$ cat src/rtl/stack_seq_pkg.sv
package stack_seq_pkg;

  localparam int STEP_W = 3;

  typedef enum logic [3:0] {
    OP_PUSH  = 4'd0,
    OP_PULL  = 4'd1,
    OP_CALL  = 4'd2,
    OP_RET   = 4'd3,
    OP_RTI   = 4'd4,
    OP_BRK   = 4'd5,
    OP_IRQ   = 4'd6,
    OP_NMI   = 4'd7,
    OP_RESET = 4'd8
  } op_e;

  typedef enum logic [3:0] {
    U_END,
    U_WR_DATA,
    U_WR_PCH,
    U_WR_PCL,
    U_WR_ST,
    U_RD_DATA,
    U_RD_PCL,
    U_RD_PCH,
    U_RD_ST,
    U_RD_VL,
    U_RD_VH
  } uop_e;

  typedef enum logic [1:0] {
    S_IDLE,
    S_RUN,
    S_FIN
  } state_e;

endpackage

$ cat src/rtl/stack_seq_plan.sv
module stack_seq_plan
  import stack_seq_pkg::*;
(
  input  logic [3:0]        op,
  input  logic [STEP_W-1:0] step,
  output uop_e              uop
);

  // Per-command micro-op order; every list is closed by U_END.
  always_comb begin
    uop = U_END;
    case (op)
      OP_PUSH: if (step == 0) uop = U_WR_DATA;
      OP_PULL: if (step == 0) uop = U_RD_DATA;
      OP_CALL:
        case (step)
          3'd0:    uop = U_WR_PCH;
          3'd1:    uop = U_WR_PCL;
          default: uop = U_END;
        endcase
      OP_RET:
        case (step)
          3'd0:    uop = U_RD_PCL;
          3'd1:    uop = U_RD_PCH;
          default: uop = U_END;
        endcase
      OP_RTI:
        case (step)
          3'd0:    uop = U_RD_ST;
          3'd1:    uop = U_RD_PCL;
          3'd2:    uop = U_RD_PCH;
          default: uop = U_END;
        endcase
      OP_BRK, OP_IRQ, OP_NMI:
        case (step)
          3'd0:    uop = U_WR_PCH;
          3'd1:    uop = U_WR_PCL;
          3'd2:    uop = U_WR_ST;
          3'd3:    uop = U_RD_VL;
          3'd4:    uop = U_RD_VH;
          default: uop = U_END;
        endcase
      OP_RESET:
        case (step)
          3'd0:    uop = U_RD_VL;
          3'd1:    uop = U_RD_VH;
          default: uop = U_END;
        endcase
      default: uop = U_END;
    endcase
  end

endmodule

$ cat src/rtl/stack_seq_mem.sv
module stack_seq_mem
  import stack_seq_pkg::*;
#(
  parameter logic [15:0] BASE = 16'h0100
) (
  input  uop_e        uop,
  input  logic        active,
  input  logic [7:0]  sp,
  input  logic [15:0] vec,
  input  logic [15:0] pc_work,
  input  logic [7:0]  st_work,
  input  logic [7:0]  data_work,
  output logic [15:0] addr,
  output logic        we,
  output logic        re,
  output logic [7:0]  wdata,
  output logic [7:0]  sp_next
);

  logic [7:0] sp_inc;
  logic [7:0] sp_dec;

  assign sp_inc = sp + 8'd1;
  assign sp_dec = sp - 8'd1;

  always_comb begin
    addr    = BASE | {8'h00, sp};
    we      = 1'b0;
    re      = 1'b0;
    wdata   = 8'h00;
    sp_next = sp;
    if (active) begin
      case (uop)
        U_WR_DATA, U_WR_PCH, U_WR_PCL, U_WR_ST: begin
          we      = 1'b1;
          sp_next = sp_dec;
          case (uop)
            U_WR_PCH: wdata = pc_work[15:8];
            U_WR_PCL: wdata = pc_work[7:0];
            U_WR_ST:  wdata = st_work;
            default:  wdata = data_work;
          endcase
        end
        U_RD_DATA, U_RD_PCL, U_RD_PCH, U_RD_ST: begin
          re      = 1'b1;
          sp_next = sp_inc;
          addr    = BASE | {8'h00, sp_inc};
        end
        U_RD_VL: begin
          re   = 1'b1;
          addr = vec;
        end
        U_RD_VH: begin
          re   = 1'b1;
          addr = vec + 16'd1;
        end
        default: ;
      endcase
    end
  end

endmodule

$ cat src/rtl/stack_seq.sv
module stack_seq
  import stack_seq_pkg::*;
#(
  parameter logic [15:0] BASE      = 16'h0100,
  parameter logic [15:0] VEC_NMI   = 16'hFFFA,
  parameter logic [15:0] VEC_RESET = 16'hFFFC,
  parameter logic [15:0] VEC_IRQ   = 16'hFFFE,
  parameter int          B_BIT     = 4
) (
  input  logic        clk,
  input  logic        rst,
  input  logic        cmd_valid,
  input  logic [3:0]  cmd_op,
  input  logic [7:0]  cmd_data,
  input  logic [15:0] pc_in,
  input  logic [7:0]  status_in,
  input  logic [15:0] target_in,
  output logic        busy,
  output logic        done,
  output logic [15:0] pc_out,
  output logic        pc_load,
  output logic [7:0]  status_out,
  output logic        status_load,
  output logic [7:0]  pull_data,
  output logic [7:0]  sp_out,
  output logic [15:0] mem_addr,
  output logic        mem_we,
  output logic [7:0]  mem_wdata,
  output logic        mem_re,
  input  logic [7:0]  mem_rdata
);

  localparam logic [7:0] B_MASK = 8'(1) << B_BIT;

  state_e            state_q;
  logic [3:0]        op_q;
  logic [STEP_W-1:0] step_q;
  logic [7:0]        sp_q;
  logic [15:0]       pc_work, target_q, vec_q;
  logic [7:0]        st_work, data_work;
  logic [7:0]        lo_q, hi_q, st_pull;
  logic              rd_pend;
  uop_e              rd_dst;
  uop_e              uop;
  logic [7:0]        sp_next;
  logic              accept;

  assign accept = (state_q == S_IDLE) && cmd_valid && (cmd_op <= OP_RESET);
  assign busy   = (state_q != S_IDLE);
  assign sp_out = sp_q;

  stack_seq_plan u_plan (
    .op   (op_q),
    .step (step_q),
    .uop  (uop)
  );

  stack_seq_mem #(.BASE(BASE)) u_mem (
    .uop       (uop),
    .active    (state_q == S_RUN),
    .sp        (sp_q),
    .vec       (vec_q),
    .pc_work   (pc_work),
    .st_work   (st_work),
    .data_work (data_work),
    .addr      (mem_addr),
    .we        (mem_we),
    .re        (mem_re),
    .wdata     (mem_wdata),
    .sp_next   (sp_next)
  );

  // Read data returns one cycle after the strobe; steer it by the op that asked.
  always_ff @(posedge clk) begin
    if (rst) begin
      lo_q    <= 8'h00;
      hi_q    <= 8'h00;
      st_pull <= 8'h00;
    end else if (rd_pend) begin
      case (rd_dst)
        U_RD_PCL, U_RD_VL: lo_q    <= mem_rdata;
        U_RD_PCH, U_RD_VH: hi_q    <= mem_rdata;
        U_RD_ST:           st_pull <= mem_rdata;
        default: ;
      endcase
    end
  end

  always_ff @(posedge clk) begin
    if (rst) begin
      state_q     <= S_IDLE;
      op_q        <= 4'd0;
      step_q      <= '0;
      sp_q        <= 8'hFF;
      pc_work     <= 16'h0000;
      target_q    <= 16'h0000;
      vec_q       <= VEC_IRQ;
      st_work     <= 8'h00;
      data_work   <= 8'h00;
      rd_pend     <= 1'b0;
      rd_dst      <= U_END;
      done        <= 1'b0;
      pc_load     <= 1'b0;
      status_load <= 1'b0;
      pc_out      <= 16'h0000;
      status_out  <= 8'h00;
      pull_data   <= 8'h00;
    end else begin
      done        <= 1'b0;
      pc_load     <= 1'b0;
      status_load <= 1'b0;
      if (rd_pend && rd_dst == U_RD_DATA) data_work <= mem_rdata;
      case (state_q)
        S_IDLE: if (accept) begin
          state_q   <= S_RUN;
          op_q      <= cmd_op;
          step_q    <= '0;
          pc_work   <= (cmd_op == OP_CALL) ? pc_in + 16'd2 : pc_in;
          target_q  <= target_in;
          st_work   <= status_in;
          data_work <= cmd_data;
          case (cmd_op)
            OP_NMI:   vec_q <= VEC_NMI;
            OP_RESET: vec_q <= VEC_RESET;
            default:  vec_q <= VEC_IRQ;
          endcase
          if (cmd_op == OP_RESET) sp_q <= 8'hFF;
        end
        S_RUN: begin
          sp_q    <= sp_next;
          rd_pend <= mem_re;
          rd_dst  <= uop;
          if (uop == U_END) state_q <= S_FIN;
          else              step_q  <= step_q + 1'b1;
        end
        default: begin
          state_q <= S_IDLE;
          rd_pend <= 1'b0;
          done    <= 1'b1;
          case (op_q)
            OP_PULL: pull_data <= data_work;
            OP_CALL: begin
              pc_out  <= target_q;
              pc_load <= 1'b1;
            end
            OP_RET: begin
              pc_out  <= {hi_q, lo_q} + 16'd1;
              pc_load <= 1'b1;
            end
            OP_RTI: begin
              pc_out      <= {hi_q, lo_q};
              pc_load     <= 1'b1;
              status_out  <= st_pull;
              status_load <= 1'b1;
            end
            OP_BRK, OP_IRQ, OP_NMI: begin
              pc_out      <= {hi_q, lo_q};
              pc_load     <= 1'b1;
              status_out  <= (op_q == OP_BRK) ? (st_work | B_MASK) : (st_work & ~B_MASK);
              status_load <= 1'b1;
            end
            OP_RESET: begin
              pc_out      <= {hi_q, lo_q};
              pc_load     <= 1'b1;
              status_out  <= 8'h00;
              status_load <= 1'b1;
            end
            default: ;
          endcase
        end
      endcase
    end
  end

endmodule

$ cat config.mk
export PLATFORM = sky130hd
export DESIGN_NAME = stack_seq
export DESIGN_NICKNAME = d
export VERILOG_FILES = /design/src/rtl/stack_seq_pkg.sv /design/src/rtl/stack_seq_plan.sv /design/src/rtl/stack_seq_mem.sv /design/src/rtl/stack_seq.sv
export SDC_FILE = /design/constraint.sdc
export NUM_CORES = 1
export LEC_CHECK = 0
export CORE_MARGIN = 1
export CORE_UTILIZATION = 39
export CTS_BUF_LIST = sky130_fd_sc_hd__clkbuf_16
export CTS_CLUSTER_SIZE = 28
export DETAILED_ROUTE_END_ITERATION = 6
export PLACE_DENSITY_LB_ADDON = 0.2
export SYNTH_ARGS = -nofsm -noshare
export SYNTH_HDL_FRONTEND = slang
export SYNTH_HIERARCHICAL = 1
export SYNTH_SLANG_ARGS = --single-unit
export TNS_END_PERCENT = 30
$ cat constraint.sdc
create_clock -name clk -period 4.98 [get_ports clk]
set_clock_uncertainty 0.2 [all_clocks]
set_input_delay 0.996 -clock clk [delete_from_list [all_inputs] [get_ports clk]]
set_output_delay 0.996 -clock clk [all_outputs]
set_load 0.005 [all_outputs]
==> flow_summary.yaml <==
outcome:
  status: "finished clean"
clock_tree:
  cts.path.max_buffers: 2
  hold_buffers: 0
  clock-sinks: 131
  htreeDepth: 4
  clock_latency_ps: 420
  cts_root_buf: "clkbuf_16"
  path_clk_slew_ps: 60
  cts_tree: "yes"
  cts_made_buffers: 17
floorplanning:
  num_rows: 49
  design.die.area_um2: 19000
  dieHeight_um: 138
  initial_core_util_pct: 40.0
  die_w_um: 138
  io_pins: 133
  coreArea_um2: 18000
routing:
  vias: 6932
  antenna_left: 0
  drc: 0
  routed_via_density: 5.42
  wl_um: 21600
  detail_route.first_pass.iterations: 5
  wl_per_cell_um: 16.9
  drt_iter0_drc: 538
layout:
  layout.nets: 1107
  final.fill_count: 1752
  layout-drive-gt1-share_pct: 8.37
  final_core_util_pct: 52.5
  area_growth_syn_to_layout_pct: 31.4
  postLayoutCellArea_um2: 9470
  num_antenna_cells: 0
critical_path:
  crit_required_ps: 3780
  cp-end-kind: "output port"
  cp_max_fo: 13
  startpoint_type: "flop"
  crit_type: "reg2out"
  arrival_ps: 3490
placement:
  place_area_um2: 8870
  dp_hpwl_um: 15400
  gp_congestion: 0.843
  port_buffers: 132
yosys:
  syn_inst: 869
  synth_area_um2: 7200
  ys_types: 79
  ys_ff_latch: 131
  synth-edff-count: 0
  synth-warning-count: 6
  syn_area_per_cell_um2: 8.29
  ys_seq_area_share_pct: 36.4
  synthFlopType: "dfxtp_1"
  synthArstFlopShare_pct: 0
power:
  peakVddDrop_mv: 0.228
  power_density_nw_per_um2: 280
  power_leakage_uw: 0.00365
timing:
  rsz0062_at_grt: "false"
  tns_ps: 0
  hold_ws_ps: 259
  finalSetupViolCount: 0
  min_period_ps: 4690
  slew_viol_final: 0
  finalCritPeriodShare_pct: 94.2
  max_slew_margin_pct: 24.9
  worstMarginPinSlew_ps: 1120
  finalHoldViolCount: 0
  max_freq_mhz: 213
global_routing:
  antenna_found_initial: 0
  grt_pass1_wl_um: 33200
  grt_max_degree: 47
  overflow: 0
  grt_pass1_vias: 6167
  grt.total_usage_pct: 23.1
min_path:
  hold_path.class: "reg2reg"
job:
  cap_violations: 0
## metrics by stage
step	cells	setup WS (ps)	power (uW)
global placement	1245	562	1480
global route	1280	52.3	2760
floorplan	929	1040	1340
finish	1280	290	2650
detailed placement	1245	520	1480
CTS	1277	59.5	2650
## path summary, 6_finish.rpt
kind / slack (ps) / startpoint / cells past startpoint / end
setup / recovery: 290 / op_q[2] / 13 / mem_addr[2]
hold / removal: 260 / status_out[0] / 2 / status_out[0]
setup reg to reg: 1730 / step_q[1] / 12 / sp_out[7]
hold reg to reg: 260 / status_out[0] / 2 / status_out[0]
## kinds of logic (layout without fill, tap and decap cells)
kind of cell	Yosys count	in the layout	synth area share, %
adders and majority gates	6	6	1.04
muxes	51	51	7.12
xor gates and xnor gates	30	30	3.65
DFF	131	131	36.4
other	2	62	0.104
and+or+nand+nor	326	326	22.9
AOI/OAI and AO/OA	242	242	23.7
buffers and inverters	81	203	5.12
## synth_stat cells, drive strengths merged, types with 18 or more instances
cell	number	area, um^2
a21oi	47	250
clkbuf	32	120
mux2i	49	490
nand2	72	285
a22o	38	333
a211oi	18	135
o21ai	47	235
inv	20	75.1
and3	18	114
a221oi	21	196
nor2	116	438
dfxtp	131	2620
buf	29	174
nor3	26	135
nand3	21	110
## state kept, by name, summed over array words and instances, names as in the netlist, 3 cells and up
signal / flops
pc_out: 16
pc_work: 16
target_q: 16
data_work: 8
hi_q: 8
lo_q: 8
pull_data: 8
sp_out: 8
st_pull: 8
st_work: 8
status_out: 8
op_q: 4
rd_dst: 4
step_q: 3
## final cells by class
type | instances | area, um^2 | area share (%)
inverter | 20 | 75.1 | 0.793
tap | 229 | 287 | 3.03
timing repair buffer | 151 | 1460 | 15.4
sequential | 131 | 2630 | 27.7
multi-input combinational | 717 | 4460 | 47.1
clock inverter | 15 | 134 | 1.41
clock buffer | 17 | 425 | 4.49
## routing by layer
metal | track usage [%] | part of all wire, %
met5 | 0 | 0
met4 | 7.37 | 1.6
met2 | 38.2 | 48
met3 | 4.42 | 5.0
met1 | 30.0 | 46
## placed cells by master, fill, tap and decap left out, types with 13 or more instances in the layout
cell type        count
a211oi_1            18
a21oi_1             45
a221oi_1            19
a22o_1              38
a31oi_1             13
and3_1              17
buf_4               19
clkbuf_16           17
clkdlybuf4s50_1    131
conb_1              62
dfxtp_1            128
inv_1               17
mux2i_1             49
nand2_1             70
nand3_1             20
nor2_1             114
nor3_1              25
o21ai_0             22
o21ai_1             24
xnor2_1             15
xor2_1              15
## power breakdown
part           leakage (uW)  switching, uW  internal (uW)
clock              0.000270            488            688
sequential          0.00106           36.8           1080
combinational       0.00231            192            162
## what timing repair did
action,in CTS,in global routing
gates resized for setup,0,6
setup endpoints to repair,0,24
hold endpoints to repair,0,0
setup buffers,0,3
## worst max-delay path, cell delays in order (launching register included)
cell and delay (ps):
dfxtp_1 510, buf_4 240, o21ai_0 100, a21oi_1 160
nor3_1 80, a311oi_1 210, buf_4 230, o21ai_1 120
o22a_2 340, buf_4 190, nor2_1 140, o21ai_0 110
o21ai_1 120, clkdlybuf4s50_1 520
(Power assumes the default switching activity.)
